==> src/rtl/gpio_bk_pkg.sv <==
package gpio_bk_pkg;
  localparam int unsigned WORD_W = 32;
  localparam int unsigned GRP_W  = 4;

  typedef enum logic [GRP_W-1:0] {
    GRP_DIR  = 4'd0,
    GRP_POL  = 4'd1,
    GRP_DATA = 4'd2,
    GRP_SET  = 4'd3,
    GRP_CLR  = 4'd4,
    GRP_RISE = 4'd5,
    GRP_FALL = 4'd6,
    GRP_HIGH = 4'd7,
    GRP_LOW  = 4'd8,
    GRP_STAT = 4'd9,
    GRP_EDGE = 4'd10
  } grp_e;
endpackage

==> src/rtl/gpio_bk_sync.sv <==
module gpio_bk_sync #(
  parameter int unsigned W = 32
) (
  input  logic         clk_i,
  input  logic         rst_ni,
  input  logic [W-1:0] d_i,
  output logic [W-1:0] q_o
);
  logic [W-1:0] s1_q, s2_q;

  always_ff @(posedge clk_i or negedge rst_ni) begin
    if (!rst_ni) begin
      s1_q <= '0;
      s2_q <= '0;
    end else begin
      s1_q <= d_i;
      s2_q <= s1_q;
    end
  end

  assign q_o = s2_q;
endmodule

==> src/rtl/gpio_bk_bank.sv <==
module gpio_bk_bank
  import gpio_bk_pkg::*;
#(
  parameter int unsigned W = WORD_W
) (
  input  logic         clk_i,
  input  logic         rst_ni,
  input  logic         wr_i,
  input  grp_e         grp_i,
  input  logic [W-1:0] wdata_i,
  input  logic [W-1:0] pin_sync_i,
  output logic [W-1:0] rd_o,
  output logic [W-1:0] out_o,
  output logic [W-1:0] oe_o,
  output logic         pend_o,
  output logic         en_any_o
);
  logic [W-1:0] dir_q, pol_q, out_q;
  logic [W-1:0] ren_q, fen_q, hen_q, len_q;
  logic [W-1:0] stat_q, edge_q, prev_q;
  logic [W-1:0] lvl, rise, fall, edge_evt, evt;
  logic [W-1:0] stat_clr, edge_clr;

  // conditioned input
  assign lvl      = pin_sync_i ^ pol_q;
  assign rise     = lvl & ~prev_q;
  assign fall     = ~lvl & prev_q;
  assign edge_evt = (rise & ren_q) | (fall & fen_q);
  assign evt      = edge_evt | (lvl & hen_q) | (~lvl & len_q);

  assign stat_clr = (wr_i && grp_i == GRP_STAT) ? wdata_i : '0;
  assign edge_clr = (wr_i && grp_i == GRP_EDGE) ? wdata_i : '0;

  always_ff @(posedge clk_i or negedge rst_ni) begin
    if (!rst_ni) begin
      dir_q <= '0;
      pol_q <= '0;
      out_q <= '0;
      ren_q <= '0;
      fen_q <= '0;
      hen_q <= '0;
      len_q <= '0;
    end else if (wr_i) begin
      unique case (grp_i)
        GRP_DIR:  dir_q <= wdata_i;
        GRP_POL:  pol_q <= wdata_i;
        GRP_DATA: out_q <= wdata_i;
        GRP_SET:  out_q <= out_q | wdata_i;
        GRP_CLR:  out_q <= out_q & ~wdata_i;
        GRP_RISE: ren_q <= wdata_i;
        GRP_FALL: fen_q <= wdata_i;
        GRP_HIGH: hen_q <= wdata_i;
        GRP_LOW:  len_q <= wdata_i;
        default: ;
      endcase
    end
  end

  // new events win over a same-cycle clear
  always_ff @(posedge clk_i or negedge rst_ni) begin
    if (!rst_ni) begin
      stat_q <= '0;
      edge_q <= '0;
      prev_q <= '0;
    end else begin
      stat_q <= (stat_q & ~stat_clr) | evt;
      edge_q <= (edge_q & ~edge_clr) | edge_evt;
      prev_q <= lvl;
    end
  end

  always_comb begin
    unique case (grp_i)
      GRP_DIR:  rd_o = dir_q;
      GRP_POL:  rd_o = pol_q;
      GRP_DATA: rd_o = (dir_q & out_q) | (~dir_q & lvl);
      GRP_RISE: rd_o = ren_q;
      GRP_FALL: rd_o = fen_q;
      GRP_HIGH: rd_o = hen_q;
      GRP_LOW:  rd_o = len_q;
      GRP_STAT: rd_o = stat_q;
      GRP_EDGE: rd_o = edge_q;
      default:  rd_o = '0;
    endcase
  end

  assign out_o    = out_q;
  assign oe_o     = dir_q;
  assign pend_o   = |stat_q;
  assign en_any_o = |(ren_q | fen_q | hen_q | len_q);
endmodule

==> src/rtl/gpio_bk_top.sv <==
module gpio_bk_top
  import gpio_bk_pkg::*;
#(
  parameter int unsigned NUM_BANKS = 3,
  parameter int unsigned ADDR_W    = 8
) (
  input  logic                          clk_i,
  input  logic                          rst_ni,
  input  logic                          req_i,
  input  logic                          we_i,
  input  logic [ADDR_W-1:0]             addr_i,
  input  logic [WORD_W-1:0]             wdata_i,
  output logic [WORD_W-1:0]             rdata_o,
  input  logic [NUM_BANKS*WORD_W-1:0]   gpio_i,
  output logic [NUM_BANKS*WORD_W-1:0]   gpio_o,
  output logic [NUM_BANKS*WORD_W-1:0]   gpio_oe_o,
  output logic                          irq_o
);
  localparam int unsigned NPINS  = NUM_BANKS * WORD_W;
  localparam int unsigned SLOT_W = 2;
  localparam int unsigned SLOT_L = 2;
  localparam int unsigned GRP_L  = SLOT_L + SLOT_W;

  logic [NPINS-1:0]  pin_sync;
  logic [SLOT_W-1:0] slot;
  grp_e              grp;
  logic [WORD_W-1:0] bank_rd [NUM_BANKS];
  logic [NUM_BANKS-1:0] bank_pend, bank_en;
  logic [WORD_W-1:0] rd_sel, rdata_q;
  logic              any_en_w;

  assign slot = addr_i[GRP_L-1:SLOT_L];
  assign grp  = grp_e'(addr_i[GRP_L+GRP_W-1:GRP_L]);

  gpio_bk_sync #(.W(NPINS)) u_sync (
    .clk_i (clk_i),
    .rst_ni(rst_ni),
    .d_i   (gpio_i),
    .q_o   (pin_sync)
  );

  for (genvar b = 0; b < NUM_BANKS; b++) begin : g_bank
    logic wr_b;
    assign wr_b = req_i && we_i && (slot == SLOT_W'(b));
    gpio_bk_bank #(.W(WORD_W)) u_bank (
      .clk_i     (clk_i),
      .rst_ni    (rst_ni),
      .wr_i      (wr_b),
      .grp_i     (grp),
      .wdata_i   (wdata_i),
      .pin_sync_i(pin_sync[b*WORD_W +: WORD_W]),
      .rd_o      (bank_rd[b]),
      .out_o     (gpio_o[b*WORD_W +: WORD_W]),
      .oe_o      (gpio_oe_o[b*WORD_W +: WORD_W]),
      .pend_o    (bank_pend[b]),
      .en_any_o  (bank_en[b])
    );
  end

  always_comb begin
    rd_sel = '0;
    for (int b = 0; b < NUM_BANKS; b++) begin
      if (slot == SLOT_W'(b)) rd_sel = bank_rd[b];
    end
  end

  always_ff @(posedge clk_i or negedge rst_ni) begin
    if (!rst_ni)             rdata_q <= '0;
    else if (req_i && !we_i) rdata_q <= rd_sel;
  end

  assign rdata_o  = rdata_q;
  assign irq_o    = |bank_pend;
  assign any_en_w = |bank_en;
endmodule

==> config.mk <==
export PLATFORM = sky130hd
export DESIGN_NAME = gpio_bk_top
export DESIGN_NICKNAME = d
export VERILOG_FILES = /design/src/rtl/gpio_bk_pkg.sv /design/src/rtl/gpio_bk_sync.sv /design/src/rtl/gpio_bk_bank.sv /design/src/rtl/gpio_bk_top.sv
export SDC_FILE = /design/constraint.sdc
export NUM_CORES = 2
export LEC_CHECK = 0
export ABC_AREA = 1
export BUFFER_PORTS_ARGS = -buffer_cell sky130_fd_sc_hd__buf_4
export CORE_ASPECT_RATIO = 0.5
export CORE_UTILIZATION = 55
export CTS_CLUSTER_SIZE = 30
export DETAILED_ROUTE_END_ITERATION = 8
export HOLD_SLACK_MARGIN = 0.03
export PLACE_DENSITY = 0.74
export SETUP_SLACK_MARGIN = 0.15
export SLEW_MARGIN = 10
export SYNTH_ARGS = -nofsm -noshare
export SYNTH_HDL_FRONTEND = slang
export SYNTH_SLANG_ARGS = --single-unit
==> constraint.sdc <==
create_clock -name clk_i -period 2.6 [get_ports clk_i]
set_input_delay 0.39 -clock clk_i [delete_from_list [all_inputs] [get_ports clk_i]]
set_output_delay 0.39 -clock clk_i [all_outputs]
set_load 0.02 [all_outputs]
Word level (Yosys, flattened, before mapping)
Index checks and enable logic that the tools add are counted.

operators by class
  reductions and logical operators = 37
  bitwise gates (word level) = 73
  multiplexer cells = 15
  equality and inequality tests = 12

operators by type and width
  operator                                       count
  AND 32 bit                                     33
  one-hot mux 32 bit (9 select lines)            3
  OR 32 bit                                      21
  inverter 32 bit                                16
  2-to-1 mux 32 bit                              9
  one-hot mux 32 bit (3 select lines)            3
  OR reduction 96 bit                            1
  bitwise XOR 32 bit                             3
  AND reduction 2 bit                            21
  == test 4 x 3 -> 1 bit, second input constant  4
  == test 4 bit, second input constant           3
  logical AND 1 bit                              11
  == test 4 x 2 -> 1 bit, second input constant  2
  == test 4 x 1 -> 1 bit, second input constant  1
  zero test 4 bit                                1
  nonzero test 3 bit                             1
  == test 2 x 1 -> 1 bit, second input constant  1
  == test 2 bit, second input constant           1
  zero test 2 bit                                1
  zero test 1 bit                                1

word-level totals
  flip-flop bits (word level) = 1184
  logic and storage cells = 170
  bits of input ports = 140

Logic depth before layout (Yosys ltp)
  depth after elaboration = 8
  gate-level depth with buffers = 13
  depth with buffers taken out = 11

By module
Synthesis repeated with hierarchy kept, for this count alone.

second synthesis, totals
  cell total of the unflattened synthesis = 7356
  area total of the unflattened synthesis = 56822.0 um2

by module, submodules not included
  module        area each (um2)  cells an instance  instances  sequential area each (um2)
  gpio_bk_bank  16627.2          2281               3          8007.7
  gpio_bk_sync  4804.6           192                1          4804.6
  gpio_bk_top   2135.8           321                1          800.8

Worst setup path after synthesis
Ideal clock, no wire load.

  path kind = input to register
  start point = in addr_i[6]
  end point = reg g_bank[2].u_bank.stat_q[22]
  path buffers = 2
  setup time = 133 ps
  data arrival time = 1637 ps
  stages on the path = 8
  path slack = 830 ps
  required time = 2467 ps
  cell sequence = inv_1 > nand2_1 > nor2_1 > clkbuf_1 > nand2_1 > clkbuf_1 > o21ai_0 > o211ai_1

between the ends
  longest elaborated chain between the ends = 6

RTL lines
  item                  line                source
  from (decl)           gpio_bk_top.sv:11   input logic [ADDR_W-1:0] addr_i,
  == test 4 bit         gpio_bk_bank.sv:31  assign stat_clr = (wr_i && grp_i == GRP_STAT) ? wdata_i : '0;
  logical AND 1 bit     gpio_bk_bank.sv:31
  2-to-1 mux 32 bit     gpio_bk_bank.sv:31
  inverter 32 bit       gpio_bk_bank.sv:66  stat_q <= (stat_q & ~stat_clr) | evt;
  AND 32 bit            gpio_bk_bank.sv:66
  OR 32 bit             gpio_bk_bank.sv:66
  to (signal assigned)  gpio_bk_bank.sv:66
  to (decl)             gpio_bk_bank.sv:20  logic [W-1:0] stat_q, edge_q, prev_q;

No other way between the ends.
A chain may end at the register's enable or synchronous reset.

Worst setup path after layout
  start point = reg g_bank[1].u_bank.stat_q[31]
  end point = out irq_o

between the ends
  longest elaborated chain between the ends = 1

RTL lines
  item                    line                source
  from (decl)             gpio_bk_bank.sv:20
  from (signal assigned)  gpio_bk_bank.sv:66
  OR reduction 96 bit     gpio_bk_top.sv:73   assign irq_o = |bank_pend;
  to (decl)               gpio_bk_top.sv:17   output logic irq_o

No other way between the ends.

==> metrics.txt <==
outcome finished, violations left; failing checks setup timing; die span in x 444 um; initial drt markers ~6600; worst path cell trace nor4_4 -> buf_4 -> nand4_1 -> nor2_1 -> buf_4 -> nand3_4 -> buf_6; Post-Syn Area about 54000 um2; layout cells sized above 1 0.117; leakage power between 0.02 and 0.03 uW; CTS tree done; critical path startpoint category register; syn nets around 7000; nature of the critical path endpoint primary output; Pwr Density ~690 nW/um2; synth warn 0; Max Root-Sink Buffers 3; overall global routing resource usage 0.396; number of max-cap violations 0; final net count 7311; post-route cell area 64000 um2; max_slew headroom 0.366; Hold Crit Class in -> reg; vias in the first global route ~47000; First-pass DRT Iterations 8; VDD IR max ~470 uV; placed instance area 59400 um2; WS Path Type reg -> out; first-pass GRT wire length roughly 290000 um; Root Driver clkbuf_16; worst-path maximum fanout 3; final worst clock skew between 0.015 and 0.02 ns; f_max between 0.3 and 0.4 GHz; CTS H-tree lvls 3; initial antenna violation count 6; Routed WL per cell 23.1 um; setup TNS -0.211 ns; Initial Util 0.559; sequential-to-total area share from yosys stat 0.551; Mapped Cells between 6000 and 7000; via count approximately 50000; Layout area overhead 19.1%; final-report setup violation count 1; Die Area between 90000 and 100000 um2; setup slack after layout -0.211 ns; Placer Congestion about 1; Final ANT Viol Nets 0; largest net degree at the start of global routing 105; Synth top area share 0.551; Die Ht between 200 and 250 um; Ports around 370; Worst path most repeated cell buf_4; RSZ-0062 raised after global routing yes; total congestion overflow 0; Port-buffer cells 362; clk sinks ~1200; final hold violations 0; Synth area leaders dfrtp_1 (55%), nand2_1 (15%), o21ai_0 (7.4%); biggest area consumer among synthesized cells dfrtp_1; max-slew violations 0; Clk Latency, worst-skew pair approximately 0.73 ns; post-DP HPWL 128000 um; synthesized area per cell about 8 um2; core outline area around 96000 um2; Residual DRC 0; CP max stage cell dfrtp_2; total CTS buffers 103; Clock transition at path regs ~0.070 ns; final worst-path cycle share 1.08; FF+latch count, synth between 1000 and 1500; drt total wl between 150000 and 200000 um; vias per cell roughly 5.9; fill count 7909; Least-Margin Pin Slew 0.951 ns; Worst EP arrival approximately 2.4 ns; Worst path max stage delay around 0.52 ns; post-synthesis cell type count 21; row count 80; CP Data Required Time 2.21 ns; minimum clock period between 2 and 3 ns
## worst max-delay path, delay by kind of cell (launching register included)
kind / cells / cell delay (ns)
simple gates: 4 / 0.65
buf+inv: 3 / 0.51
flops: 1 / 0.52
## placed cells by master (no fill, tap or decap), types with 22 or more instances in the layout
master         count
clkbuf_1          22
buf_12            67
clkinv_1          33
dlygate4sd3_1     98
nand2_1         2151
clkbuf_8          26
o21ai_1           75
nand3_1          746
clkbuf_16        105
o31ai_1          132
a21oi_1          125
dfrtp_1         1181
xor2_1            32
nand3b_1          60
nor2_1           487
o21ai_0          791
inv_1            441
buf_4            542
## kinds of logic (layout without fill, tap and decap cells)
family / after synthesis / count (layout) / synth area share
and+or+nand+nor: 3531 / 3531 / 0.271
DFF: 1184 / 1184 / 0.551
AOI/OAI and AO/OA: 1131 / 1131 / 0.112
buffers and inverters: 862 / 1374 / 0.0611
xor gates and xnor gates: 32 / 32 / 0.00521
other: 0 / 4 / 0
## power by group
part           internal, uW  switching, uW
Sequential            19900           1460
Clock                  9330           7140
Combinational          2130           3960
Total                 31400          12600
## stage by stage
| step | cells | setup WS (ns) | utilization | hold slack, ns | total power [uW] |
|---|---|---|---|---|---|
| after global placement | 8237 | 0.236 | 0.618 | 0.333 | 27300 |
| after CTS | 8523 | -0.212 | 0.666 | 0.0445 | 43900 |
| after floorplan | 6740 | 0.830 | - | 0.0944 | 24200 |
| after global routing | 8524 | -0.278 | 0.666 | 0.0900 | 45400 |
| final | 8527 | -0.211 | 0.667 | 0.0778 | 44000 |
| after detailed placement | 8237 | 0.250 | 0.618 | 0.335 | 27500 |
## state kept, by name, summed over array words and instances, names as in the netlist
name	cells
g_bank.u_bank.edge_q	96
g_bank.u_bank.fen_q	96
g_bank.u_bank.hen_q	96
g_bank.u_bank.len_q	96
g_bank.u_bank.oe_o	96
g_bank.u_bank.out_o	96
g_bank.u_bank.pol_q	96
g_bank.u_bank.prev_q	96
g_bank.u_bank.ren_q	96
g_bank.u_bank.stat_q	96
rdata_o	32
u_sync.q_o	96
u_sync.s1_q	96
## per-layer routing
metal	vias to the layer above	wire [um]	global-route usage
met4	6	7650	0.154
met3	434	29800	0.148
met2	3081	82000	0.556
li1	22648	-	-
met1	24210	77400	0.555
met5	-	144	0.0125
## synthesized netlist by cell type
| master | instances |
|---|---|
| o21ai_1 | 75 |
| buf_2 | 40 |
| nand4_1 | 6 |
| nor2_1 | 504 |
| nor3_2 | 3 |
| o21ai_0 | 791 |
| dfrtp_1 | 1184 |
| xor2_1 | 32 |
| clkinv_1 | 32 |
| nand3b_1 | 60 |
| or2_2 | 18 |
| o31ai_1 | 132 |
| inv_2 | 6 |
| inv_1 | 442 |
| a21oi_1 | 126 |
| buf_1 | 9 |
| o211ai_1 | 7 |
| nand3_1 | 747 |
| nor4_1 | 24 |
| nand2_1 | 2169 |
| clkbuf_1 | 333 |
## final timing paths
path / startpoint / to / slack [ns] / cells past startpoint
worst min register to register: u_sync.s1_q[10] / u_sync.q_o[10] / 0.35 / 0
min in group asynchronous: rst_ni / g_bank[0].u_bank.len_q[2] / 0.23 / 2
worst min-delay path: wdata_i[15] / g_bank[1].u_bank.len_q[15] / 0.08 / 3
worst max register to register: g_bank[0].u_bank.oe_o[25] / rdata_o[25] / 0.80 / 9
max in group asynchronous: rst_ni / g_bank[2].u_bank.oe_o[25] / 1.36 / 3
worst max-delay path: g_bank[1].u_bank.stat_q[31] / irq_o / -0.21 / 7
## what timing repair did
item,in CTS,in global routing
hold endpoints to repair,168,0
hold buffers,98,0
gates resized for setup,15,0
setup buffers,2,0
pin swaps,2,0
setup endpoints to repair,1,1
gates cloned,0,0
## cell type report
class	count	area [um2]	area share
Timing Repair Buffer	708	6400	0.100
Tap cell	1271	1590	0.0248
Inverter	480	1800	0.0281
Clock inverter	33	474	0.00740
Multi-Input combinational cell	4694	21100	0.329
Sequential cell	1184	29600	0.463
Clock buffer	153	3070	0.0479
Antenna cell	4	10.0	0.000156
No activity file was read; power rests on OpenSTA's default activity.
